## config.mk

```make
export PLATFORM = sky130hd
export DESIGN_NAME = scl_timing_gen
export DESIGN_NICKNAME = d
export VERILOG_FILES = /design/src/rtl/scl_timing_pkg.sv /design/src/rtl/scl_cfg_hold.sv /design/src/rtl/scl_prescaler.sv /design/src/rtl/scl_phase_seq.sv /design/src/rtl/scl_timing_gen.sv
export SDC_FILE = /design/constraint.sdc
export NUM_CORES = 1
export LEC_CHECK = 0
export ABC_AREA = 1
export CORE_MARGIN = 1
export CORE_UTILIZATION = 39
export CTS_CLUSTER_DIAMETER = 50
export CTS_CLUSTER_SIZE = 10
export DETAILED_ROUTE_END_ITERATION = 8
export PLACE_DENSITY_LB_ADDON = 0.08
export SYNTH_ARGS = -nofsm -noshare
export SYNTH_HDL_FRONTEND = slang
export SYNTH_SLANG_ARGS = --single-unit
```

## constraint.sdc

```tcl
create_clock -name clk -period 7.6 [get_ports clk]
set_clock_uncertainty 0.15 [all_clocks]
set_input_delay 1.52 -clock clk [delete_from_list [all_inputs] [get_ports clk]]
set_output_delay 1.52 -clock clk [all_outputs]
set_load 0.01 [all_outputs]
```

## src/rtl/scl_timing_pkg.sv

```systemverilog
package scl_timing_pkg;

    typedef enum logic {
        PH_LOW  = 1'b0,
        PH_HIGH = 1'b1
    } scl_phase_e;

    localparam int OFS_W = 3;

    // Phase stretch as a function of the prescaler setting.
    function automatic logic [OFS_W-1:0] phase_offset(input logic psc_is_zero,
                                                      input logic psc_is_one);
        if (psc_is_zero)
            return 3'd7;
        else if (psc_is_one)
            return 3'd6;
        else
            return 3'd5;
    endfunction

endpackage

```

## src/rtl/scl_cfg_hold.sv

```systemverilog
module scl_cfg_hold #(
    parameter int PSC_W = 16,
    parameter int CNT_W = 16
) (
    input  logic             clk,
    input  logic             rst,
    input  logic             run,
    input  logic             load,
    input  logic [PSC_W-1:0] psc_in,
    input  logic [CNT_W-1:0] lo_in,
    input  logic [CNT_W-1:0] hi_in,
    output logic             act,
    output logic [PSC_W-1:0] psc_q,
    output logic [CNT_W-1:0] lo_q,
    output logic [CNT_W-1:0] hi_q
);

    always_ff @(posedge clk) begin
        if (rst) begin
            act   <= 1'b0;
            psc_q <= '0;
            lo_q  <= '0;
            hi_q  <= '0;
        end else begin
            act <= run;
            if (!act || load) begin
                psc_q <= psc_in;
                lo_q  <= lo_in;
                hi_q  <= hi_in;
            end
        end
    end

    // Configuration only moves when idle or at a period end
    assert_cfg_hold_R8: assert property (@(posedge clk) disable iff (rst)
        (act && $past(act) && !$past(load)) |-> ($stable(psc_q) && $stable(lo_q) && $stable(hi_q)));

endmodule

```

## src/rtl/scl_prescaler.sv

```systemverilog
module scl_prescaler #(
    parameter int PSC_W = 16
) (
    input  logic             clk,
    input  logic             rst,
    input  logic             act,
    input  logic [PSC_W-1:0] limit,
    output logic             tick,
    output logic             at_start
);

    logic [PSC_W-1:0] pc;

    always_ff @(posedge clk) begin
        if (rst || !act)
            pc <= '0;
        else if (pc == limit)
            pc <= '0;
        else
            pc <= pc + 1'b1;
    end

    assign tick     = act && (pc == limit);
    assign at_start = act && (pc == '0);

    // Divider count never runs past the captured limit
    assert_pc_in_range_R2: assert property (@(posedge clk) disable iff (rst)
        act |-> (pc <= limit));

endmodule

```

## src/rtl/scl_phase_seq.sv

```systemverilog
module scl_phase_seq
    import scl_timing_pkg::*;
#(
    parameter int CNT_W = 16,
    localparam int LEN_W = CNT_W + 1
) (
    input  logic             clk,
    input  logic             rst,
    input  logic             act,
    input  logic             tick,
    input  logic             at_start,
    input  logic [CNT_W-1:0] lo_cnt,
    input  logic [CNT_W-1:0] hi_cnt,
    input  logic [OFS_W-1:0] ofs,
    output logic             period_end,
    output logic             scl_lvl,
    output logic             mid_stb,
    output logic             fall_stb
);

    scl_phase_e       ph;
    logic [LEN_W-1:0] pos;
    logic [LEN_W-1:0] lo_len, hi_len, mid_pos, cur_len;
    logic             phase_end;

    assign lo_len    = LEN_W'(lo_cnt) + LEN_W'(ofs);
    assign hi_len    = LEN_W'(hi_cnt) + LEN_W'(ofs);
    assign mid_pos   = hi_len >> 1;
    assign cur_len   = (ph == PH_HIGH) ? hi_len : lo_len;
    assign phase_end = tick && (pos == cur_len - 1'b1);
    assign period_end = phase_end && (ph == PH_HIGH);

    always_ff @(posedge clk) begin
        if (rst || !act) begin
            ph  <= PH_LOW;
            pos <= '0;
        end else if (phase_end) begin
            ph  <= (ph == PH_HIGH) ? PH_LOW : PH_HIGH;
            pos <= '0;
        end else if (tick) begin
            pos <= pos + 1'b1;
        end
    end

    assign scl_lvl  = !act || (ph == PH_HIGH);
    assign fall_stb = at_start && (ph == PH_LOW) && (pos == '0);
    assign mid_stb  = at_start && (ph == PH_HIGH) && (pos == mid_pos);

    // Step index stays inside the current phase length
    assert_pos_bound_R4: assert property (@(posedge clk) disable iff (rst)
        act |-> (pos < cur_len));

endmodule

```

## src/rtl/scl_timing_gen.sv

```systemverilog
module scl_timing_gen
    import scl_timing_pkg::*;
#(
    parameter int PSC_W = 16,
    parameter int CNT_W = 16
) (
    input  logic             clk,
    input  logic             rst,
    input  logic             run,
    input  logic [PSC_W-1:0] presc,
    input  logic [CNT_W-1:0] low_cnt,
    input  logic [CNT_W-1:0] high_cnt,
    output logic             mod_tick,
    output logic             scl_req,
    output logic             mid_stb,
    output logic             fall_stb
);

    logic             act, at_start, period_end;
    logic [PSC_W-1:0] psc_q;
    logic [CNT_W-1:0] lo_q, hi_q;
    logic [OFS_W-1:0] ofs;

    scl_cfg_hold #(.PSC_W(PSC_W), .CNT_W(CNT_W)) u_cfg (
        .clk(clk), .rst(rst), .run(run), .load(period_end),
        .psc_in(presc), .lo_in(low_cnt), .hi_in(high_cnt),
        .act(act), .psc_q(psc_q), .lo_q(lo_q), .hi_q(hi_q)
    );

    assign ofs = phase_offset(psc_q == '0, psc_q == PSC_W'(1));

    scl_prescaler #(.PSC_W(PSC_W)) u_psc (
        .clk(clk), .rst(rst), .act(act), .limit(psc_q),
        .tick(mod_tick), .at_start(at_start)
    );

    scl_phase_seq #(.CNT_W(CNT_W)) u_seq (
        .clk(clk), .rst(rst), .act(act), .tick(mod_tick), .at_start(at_start),
        .lo_cnt(lo_q), .hi_cnt(hi_q), .ofs(ofs),
        .period_end(period_end), .scl_lvl(scl_req),
        .mid_stb(mid_stb), .fall_stb(fall_stb)
    );

    // Idle one cycle after run is seen low
    assert_idle_high_R1: assert property (@(posedge clk) disable iff (rst)
        !run |=> (scl_req && !mod_tick && !mid_stb && !fall_stb));
    // Falling strobe only while SCL is driven low
    assert_fall_low_R7: assert property (@(posedge clk) disable iff (rst)
        fall_stb |-> !scl_req);
    // Sampling strobe only while SCL is high
    assert_mid_high_R6: assert property (@(posedge clk) disable iff (rst)
        mid_stb |-> scl_req);
    // Offset stays within its three legal values
    assert_ofs_legal_R3: assert property (@(posedge clk) disable iff (rst)
        (ofs >= 3'd5) && (ofs <= 3'd7));

endmodule

```

==> results of run 1 <==
-- flip-flops by register name, indices dropped and copies added, names as in the netlist --
register,flops
u_cfg.act,1
u_cfg.hi_q,16
u_cfg.lo_q,16
u_cfg.psc_q,16
u_psc.pc,16
u_seq.ph,1
u_seq.pos,17
-- stage by stage --
step / util / cell area, µm² / setup WS (ns) / hold WS (ns)
finish: 0.463 / 7070 / 1.79 / 0.338
global route: 0.463 / 7070 / 1.37 / 0.371
CTS: 0.463 / 7070 / 1.74 / 0.335
detailed placement: 0.444 / 6780 / 2.16 / 0.314
global placement: 0.444 / 6780 / 2.22 / 0.307
floorplan: - / 6130 / 3.15 / 0.289
-- worst max-delay path: cells and delay by family, from the launching register on --
| family | cells | cell delay, ns |
|---|---|---|
| flops | 1 | 0.33 |
| fa+ha+maj | 2 | 0.44 |
| compound gates | 3 | 0.42 |
| simple gates | 11 | 1.58 |
| xor+xnor | 1 | 0.14 |
| buf+inv | 4 | 0.90 |
-- area by class of cell --
| class | count | area share |
|---|---|---|
| clock buffer | 12 | 0.0349 |
| multi-input combinational | 772 | 0.539 |
| sequential | 83 | 0.235 |
| inverter | 126 | 0.0669 |
| timing repair buffer | 57 | 0.0796 |
| clock inverter | 3 | 0.00672 |
| tap | 211 | 0.0373 |
-- cells in the mapped netlist, drive strengths merged, types with 2 or more instances --
cell	number
a21oi	76
buf	24
clkbuf	9
dfxtp	83
fa	2
ha	9
inv	126
nand2	294
nand3	133
nand4	22
nor2	136
nor3	24
nor3b	7
nor4	12
o21ai	16
or2	4
xnor2	3
xor2	30
-- worst paths after layout --
path	to	slack, ns	cells after the start
worst max-delay path	mid_stb	1.79	21
worst min register to register	u_psc.pc[0]$_SDFF_PP0_	0.34	1
worst min-delay path	u_psc.pc[0]$_SDFF_PP0_	0.34	1
worst max register to register	u_cfg.psc_q[15]$_SDFFE_PP0P_	2.52	26
-- layer usage --
layer,vias up,share of wire
met5,-,0
met4,0,0.015
met3,17,0.029
met2,107,0.47
met1,2815,0.48
li1,3322,-
-- report_power, final --
part	total (mW)	internal [mW]	switching, mW
Sequential	0.474	0.454	0.0200
Combinational	0.191	0.0792	0.112
Clock	0.448	0.264	0.184
-- cells by family after synthesis --
logic type	share of synthesized area
xor+xnor	0.0471
flops	0.271
compound gates	0.0898
simple gates	0.459
fa+ha+maj	0.0249
buf+inv	0.108
==> results.yml, run 1 <==
floorplan:
  die_area_mm2: 0.0162
  rows: 45
  io_pins: 55
  dieWidth_um: 127
  start_util: 0.402
  fp.coreArea_mm2: 0.0153
  dieHeight_um: 127
pwr:
  p_leak_nw: 3.00
  fin_total_pwr_mw: 1.11
  power_density_mw_per_mm2: 157
  ir_drop_uv: 93.0
synthesis:
  async_flop_share: 0
  ys_ff_latch: 83
  synth_edf_count: 0
  yosysUniqueCellTypes: 34
  synthesis.area_mm2: 0.00613
  synth_fp_nets: 1076
  synth.top_cell.area_share: 0.271
  syn_inst: 1014
  synthTopCellsByArea: "dfxtp_1 27%, nand2_1 17%, nand3_1 10%"
  ys.flop_type: "dfxtp_1"
  seq_area_frac_synth: 0.271
  synth-warning-count: 0
  yosys.area.top_type: "dfxtp_1"
  syn_area_per_cell_um2: 6.05
flow_run:
  cap_violations: 0
grt:
  gr-usage-all-layers: 0.220
  met2_usage: 0.371
  grt_max_degree: 94
  grt_use_met3: 0.0243
  grt_overflow: 0
  met1_usage: 0.293
  grt_pass1_vias: 5720
  antenna_found_initial: 0
  grt_pass1_wl_um: 28000
  grt.busiest_layer: "met2"
outcome:
  status: "completed"
worst_hold_path:
  hold_path.class: "flip-flop to flip-flop"
  hold_start: "u_psc.pc[0]$_SDFF_PP0_"
route:
  routedWlPerCell_um: 13.5
  ant_nets: 0
  drc: 0
  firstDrtPassIters: 7
  vias: 6261
  drt-initial-drc-count: 368
  avgViaCountPerCell: 4.95
  wl_um: 17100
cts:
  cts_tree: "yes"
  htree_levels: 3
  clk_latency_ns: 0.35
  cts_sinks: 83
  cts_resized: 0
  cts_root_buf: "clkbuf_16"
  cts_hold_buf: 0
  cts_buffers: 9
  max-clock-path-buffers: 2
  clk_pin_slew_ns: 0.06
  cts_setup_buffers: 0
critical_path:
  regToRegStartpoint: "u_cfg.psc_q[0]$_SDFFE_PP0P_"
  slowest_stage: "clkdlybuf4s50_1"
  worstPathRequired_ns: 5.93
  end_kind: "output pin"
  arrival_ns: 4.14
  path_class: "flip-flop to output pin"
  crit_fanout: 3
  crit_top_cell: "nand2_1"
  cp-startpoint: "u_cfg.psc_q[8]$_SDFFE_PP0P_"
  cpPeakStageDelay_ns: 0.57
  startpoint_type: "flip-flop"
  crit_path_cell_trace: "nor4_1 -> nand2_1 -> inv_1 -> o211ai_1 -> inv_1 -> nand2_1 -> ha_1 -> inv_1 -> fa_1 -> nand2_1 -> nand2_1 -> nand2_1 -> nand2_1 -> xor2_1 -> o21ai_0 -> a21oi_1 -> nand4_1 -> nor4_1 -> nand4_1 -> nor3_1 -> clkdlybuf4s50_1"
finish:
  nFillCells: 1661
  final-seq-area_mm2: 0.00167
  mostFrequentLayoutCell: "nand2_1"
  multiInputGateArea_mm2: 0.00381
  stdcell_count: 1264
  layout-drive-gt1-share: 0.0684
  diodes: 0
  nets: 1111
  syn_to_final_growth_pct: 15.3
  mostFrequentLayoutCells: "285 x nand2_1, 128 x nand3_1, 123 x nor2_1, 121 x inv_1, 82 x dfxtp_1"
sta:
  slew_headroom: 0.306
  finalCritPeriodShare: 0.765
  finalSetupTns_ns: 0
  worst_pin_slew_ns: 1.04
  setup_viol: 0
  min_period_ns: 5.81
  rsz0062_at_grt: "no"
  hold_violations: 0
  slew_viol_final: 0
  max_freq_mhz: 172
place:
  gp_congestion: 0.825
  place_inst: 1249
  io_buffers: 54
  hpwl_um: 12900
Note: power is estimated with default switching activity, not from simulation.
==> run 2, diff against run 1 <==
==> constraint.sdc (replaced) <==
create_clock -name clk -period 6.04 [get_ports clk]
set_clock_uncertainty 0.15 [all_clocks]
set_input_delay 1.208 -clock clk [delete_from_list [all_inputs] [get_ports clk]]
set_output_delay 1.208 -clock clk [all_outputs]
set_load 0.01 [all_outputs]
==> results.yml, run 2 (same netlist as run 1, synthesis figures left out) <==
sta:
  hold_violations: 0
  max_freq_mhz: 184
  slew_headroom: 0.469
  setup_viol: 0
  slew_viol_final: 0
  worst_pin_slew_ns: 0.795
  hold_ws_ns: 0.332
  finalCritPeriodShare: 0.902
  finalSetupTns_ns: 0
  rsz0062_at_grt: "no"
  min_period_ns: 5.45
grt:
  grt_overflow: 0
  grt_pass1_wl_um: 28000
  grt.busiest_layer: "met2"
  met2_usage: 0.374
  grt_pass1_vias: 5721
  grt_use_met3: 0.0327
  met1_usage: 0.292
  grt_max_degree: 57
  antenna_found_initial: 0
  gr-usage-all-layers: 0.220
place:
  place_area_mm2: 0.00680
  place_inst: 1252
  io_buffers: 54
  gp_congestion: 0.860
  hpwl_um: 13100
finish:
  largest-register: "u_seq.pos"
  finalInstanceArea_mm2: 0.00712
  largest_register_ffs: 17
  mostFrequentLayoutCell: "nand2_1"
  mostFrequentLayoutCells: "285 x nand2_1, 128 x nand3_1, 123 x nor2_1, 121 x inv_1, 82 x dfxtp_1"
  layout-drive-gt1-share: 0.0738
  stdcell_count: 1268
  diodes: 0
  utilization: 0.467
  nFillCells: 1647
  syn_to_final_growth_pct: 16.1
  nets: 1114
critical_path:
  startpoint_type: "flip-flop"
  regToRegStartpoint: "u_cfg.psc_q[0]$_SDFFE_PP0P_"
  worstPathRequired_ns: 4.68
  end_kind: "output pin"
  path_class: "flip-flop to output pin"
  crit_fanout: 3
  r2r-end: "u_cfg.lo_q[6]$_SDFFE_PP0P_"
  reg2reg_slack_ns: 1.09
  cp-startpoint: "u_cfg.psc_q[15]$_SDFFE_PP0P_"
  crit_top_cell: "nand2_1"
  arrival_ns: 4.09
  slowest_stage: "clkdlybuf4s50_1"
  setup.worst_path.end: "mid_stb"
  cpPeakStageDelay_ns: 0.57
  rr_worst_depth: 26
  crit_path_cell_trace: "nor4_1 -> nand2_1 -> inv_1 -> o211ai_1 -> inv_1 -> nand2_1 -> ha_1 -> inv_1 -> fa_1 -> nand2_1 -> nand2_1 -> nand2_1 -> nand2_1 -> xor2_1 -> o21ai_0 -> a21oi_1 -> nand4_1 -> nor4_1 -> nand4_1 -> nor3_1 -> clkdlybuf4s50_1"
cts:
  cts_setup_buffers: 0
  clk_latency_ns: 0.35
  cts_buffers: 9
  htree_levels: 3
  cts_resized: 0
  cts_root_buf: "clkbuf_16"
  clk_pin_slew_ns: 0.06
  cts_sinks: 83
  cts_tree: "yes"
  cts_hold_buf: 0
  max-clock-path-buffers: 2
route:
  vias: 6198
  avgViaCountPerCell: 4.89
  firstDrtPassIters: 5
  ant_nets: 0
  drc: 0
  routedWlPerCell_um: 13.3
  drt-initial-drc-count: 327
  wl_um: 16900
floorplan:
  io_pins: 55
  dieWidth_um: 127
  start_util: 0.402
  dieHeight_um: 127
  die_area_mm2: 0.0162
  fp.coreArea_mm2: 0.0153
  rows: 45
pwr:
  power_density_mw_per_mm2: 200
  p_leak_nw: 3.02
  ir_drop_uv: 133
worst_hold_path:
  hold_path.class: "flip-flop to flip-flop"
outcome:
  status: "completed"
flow_run:
  cap_violations: 0
[run 2: area by class of cell]
class | count | area [µm²] | share of cell area
Multi-Input combinational cell | 772 | 3810 | 0.536
Clock buffer | 10 | 250 | 0.0351
Sequential cell | 83 | 1670 | 0.234
Tap cell | 211 | 264 | 0.0371
Clock inverter | 6 | 68.8 | 0.00967
Inverter | 126 | 473 | 0.0664
Timing Repair Buffer | 60 | 586 | 0.0822
[run 2: critical path: cells and delay by family, from the launching register on]
family | cells | cell delay, ns
and+or+nand+nor | 11 | 1.56
buffers and inverters | 4 | 0.88
adders and majority gates | 2 | 0.44
AOI/OAI and AO/OA | 3 | 0.41
DFF | 1 | 0.33
xor gates and xnor gates | 1 | 0.14
[run 2: power breakdown]
group,internal [mW],leakage [nW],total (mW),switching [mW]
combinational,0.0996,2.18,0.237,0.137
clock,0.349,0.155,0.590,0.241
sequential,0.571,0.683,0.600,0.0287
total,1.02,3.02,1.43,0.407
[run 2: metal layers]
layer | up-vias | part of all wire
met5 | - | 0
met4 | 0 | 0.011
met3 | 11 | 0.034
met2 | 101 | 0.47
met1 | 2757 | 0.49
li1 | 3329 | -
[run 2: worst min-delay path by stage]
stage	from	end	slack, ns	depth (start not counted)
floorplan	u_psc.pc[0]$_SDFF_PP0_	u_psc.pc[0]$_SDFF_PP0_	0.29	1
global placement	u_psc.pc[0]$_SDFF_PP0_	u_psc.pc[0]$_SDFF_PP0_	0.31	1
detailed placement	u_psc.pc[0]$_SDFF_PP0_	u_psc.pc[0]$_SDFF_PP0_	0.32	1
CTS	u_psc.pc[0]$_SDFF_PP0_	u_psc.pc[0]$_SDFF_PP0_	0.33	1
global route	u_psc.pc[0]$_SDFF_PP0_	u_psc.pc[0]$_SDFF_PP0_	0.35	1
finish	u_psc.pc[0]$_SDFF_PP0_	u_psc.pc[0]$_SDFF_PP0_	0.33	1
[run 2: per-stage QoR]
step / setup WS [ns] / power, mW
floorplan: 1.90 / 0.770
global placement: 0.960 / 0.850
detailed placement: 0.912 / 0.851
CTS: 0.520 / 1.44
global route: 0.124 / 1.50
finish: 0.591 / 1.43
==> run 3, diff against run 2 <==
--- a/config.mk
+++ b/config.mk
@@ -14,4 +14,5 @@
 export PLACE_DENSITY_LB_ADDON = 0.08
 export SYNTH_ARGS = -nofsm -noshare
 export SYNTH_HDL_FRONTEND = slang
+export SYNTH_HIERARCHICAL = 1
 export SYNTH_SLANG_ARGS = --single-unit
==> results.yml, run 3 <==
pwr:
  p_leak_nw: 3.38
  ir_drop_uv: 136
  p_clk_frac: 0.424
  combinationalPowerShare: 0.177
  seq_power_share: 0.399
  power_density_mw_per_mm2: 199
  p_int_mw: 1.08
  netSwitchingPower_uw: 436
  p_sw_frac: 0.289
outcome:
  status: "completed"
cts:
  htree_levels: 3
  cts_hold_buf: 0
  cts_buffers: 9
  cts_setup_buffers: 0
  clk_latency_ns: 0.36
  cts_root_buf: "clkbuf_16"
  cts_sinks: 83
  max-clock-path-buffers: 2
  cts_resized: 0
  clk_pin_slew_ns: 0.06
  cts_tree: "yes"
synthesis:
  synth_edf_count: 0
  seq_area_frac_synth: 0.253
  synth.top_cell.area_share: 0.253
  yosys.area.top_type: "dfxtp_1"
  yosysUniqueCellTypes: 35
  synthesis.area_mm2: 0.00657
  syn_area_per_cell_um2: 5.77
  synthTopCellsByArea: "dfxtp_1 25%, nand2_1 20%, nand3_1 11%"
  syn_inst: 1140
  synth-warning-count: 6
  ys_ff_latch: 83
  async_flop_share: 0
  synth_most_common_cell: "nand2_1"
  netlist_top_cells_count: "346 x nand2_1, 181 x nor2_1, 155 x inv_1, 149 x nand3_1, 83 x dfxtp_1"
  ys.flop_type: "dfxtp_1"
worst_hold_path:
  hold_path.class: "flip-flop to flip-flop"
  hold_start: "u_psc/pc[0]$_SDFF_PP0_"
finish:
  finalInstanceArea_mm2: 0.00760
  syn_to_final_growth_pct: 15.6
  mostFrequentLayoutCells: "346 x nand2_1, 181 x nor2_1, 155 x inv_1, 149 x nand3_1, 82 x dfxtp_1"
  largest_register_ffs: 17
  largest-register: "u_seq/pos"
  multiInputGateArea_mm2: 0.00412
  utilization: 0.460
  final-seq-area_mm2: 0.00166
  nFillCells: 1807
  diodes: 0
  nets: 1247
  mostFrequentLayoutCell: "nand2_1"
  layout-drive-gt1-share: 0.0842
floorplan:
  start_util: 0.398
  die_area_mm2: 0.0174
  rows: 47
  dieWidth_um: 132
  io_pins: 55
  dieHeight_um: 132
  fp.coreArea_mm2: 0.0165
route:
  ant_nets: 0
  drt-initial-drc-count: 467
  routedWlPerCell_um: 13.2
  wl_um: 18600
  avgViaCountPerCell: 4.77
  vias: 6722
  drc: 0
  firstDrtPassIters: 5
grt:
  grt_pass1_vias: 6060
  antenna_found_initial: 0
  grt_pass1_wl_um: 30900
  grt_overflow: 0
  gr-usage-all-layers: 0.224
  grt_max_degree: 53
critical_path:
  cp-startpoint: "u_cfg/psc_q[0]$_SDFFE_PP0P_"
  startpoint_type: "flip-flop"
  regToRegStartpoint: "u_cfg/psc_q[0]$_SDFFE_PP0P_"
  setup.worst_path.end: "mid_stb"
  worstPathRequired_ns: 4.68
  end_kind: "output pin"
  crit_fanout: 5
  path_class: "flip-flop to output pin"
  reg2reg_slack_ns: 1.45
  r2r-end: "u_cfg/hi_q[10]$_SDFFE_PP0P_"
  arrival_ns: 3.66
  rr_worst_depth: 24
sta:
  slew_headroom: 0.386
  slew_viol_final: 0
  hold_violations: 0
  max_freq_mhz: 199
  setup_viol: 0
  finalCritPeriodShare: 0.830
  hold_ws_ns: 0.369
  rsz0062_at_grt: "no"
  finalSetupTns_ns: 0
  min_period_ns: 5.01
  post-route-worst-setup-slack_ns: 1.03
  worst_pin_slew_ns: 0.921
place:
  io_buffers: 54
  hpwl_um: 14200
  gp_congestion: 0.902
  place_area_mm2: 0.00726
  dp_slack_ns: 1.37
flow_run:
  cap_violations: 0
run 3: cell count changes in the layout (fill, tap and decap cells not counted), moves of 9 or more:
cell	delta
a21oi_1	-46
a21oi_2	-17
inv_1	+34
inv_2	+10
nand2_1	+61
nand3_1	+21
nor2_1	+58
nor2_2	+18
nor3_1	-10
xor2_1	-9
run 3: cell type report:
type,count,area share
multi-input combinational,861,0.541
sequential,83,0.219
inverter,170,0.0839
timing repair buffer,58,0.0750
tap,220,0.0362
clock buffer,13,0.0355
clock inverter,3,0.00905
run 3: worst min-delay path by stage:
stage / endpoint / depth (start not counted)
global placement: u_psc/pc[0]$_SDFF_PP0_ / 1
finish: u_psc/pc[0]$_SDFF_PP0_ / 1
floorplan: u_psc/pc[0]$_SDFF_PP0_ / 1
detailed placement: u_psc/pc[0]$_SDFF_PP0_ / 1
CTS: u_psc/pc[0]$_SDFF_PP0_ / 1
global route: u_psc/pc[0]$_SDFF_PP0_ / 1
run 3: kinds of logic (layout without fill, tap and decap cells):
kind of cell / count (synthesis) / count (layout) / synth area share
AOI/OAI and AO/OA: 37 / 37 / 0.0320
xor gates and xnor gates: 22 / 22 / 0.0293
adders and majority gates: 13 / 13 / 0.0270
buffers and inverters: 197 / 244 / 0.122
DFF: 83 / 83 / 0.253
other: 1 / 2 / 0.000570
and+or+nand+nor: 787 / 787 / 0.536
run 3: critical path: stages, from the launching register on:
cell	delay, ns
dfxtp_1	0.38
inv_1	0.05
nor2_1	0.08
nand2_1	0.06
nor2_2	0.12
nand2_2	0.09
ha_1	0.24
fa_1	0.42
nand2_1	0.14
nand2_1	0.12
nand3_1	0.15
nor2_1	0.06
nand2_1	0.07
nand2_1	0.10
nand2_1	0.07
o21ai_0	0.07
a2111o_1	0.39
nor2_1	0.13
clkdlybuf4s50_1	0.55
run 3: through the flow:
| step | std cells | power (mW) |
|---|---|---|
| 3_3_place_gp | 1392 | 0.882 |
| 3_5_place_dp | 1392 | 0.881 |
| 2_1_floorplan | 1141 | 0.795 |
| 5_1_grt | 1408 | 1.59 |
| 4_1_cts | 1408 | 1.52 |
| 6_report | 1408 | 1.51 |
run 3: power groups by stage:
| stage | registers [mW] | clock network, mW | logic [mW] |
|---|---|---|---|
| 2_1_floorplan | 0.604 | 0 | 0.191 |
| 4_1_cts | 0.603 | 0.653 | 0.267 |
| 5_1_grt | 0.607 | 0.679 | 0.307 |
| 3_3_place_gp | 0.615 | 0 | 0.266 |
| 6_report | 0.603 | 0.641 | 0.268 |
| 3_5_place_dp | 0.615 | 0 | 0.266 |
run 3: routing by layer:
| layer | vias to the layer above | wire length [µm] | track usage |
|---|---|---|---|
| li1 | 3632 | - | - |
| met1 | 2922 | 9480 | 0.323 |
| met2 | 140 | 7930 | 0.339 |
| met3 | 28 | 670 | 0.0250 |
| met4 | 0 | 476 | 0.0917 |
| met5 | - | 0 | 0 |
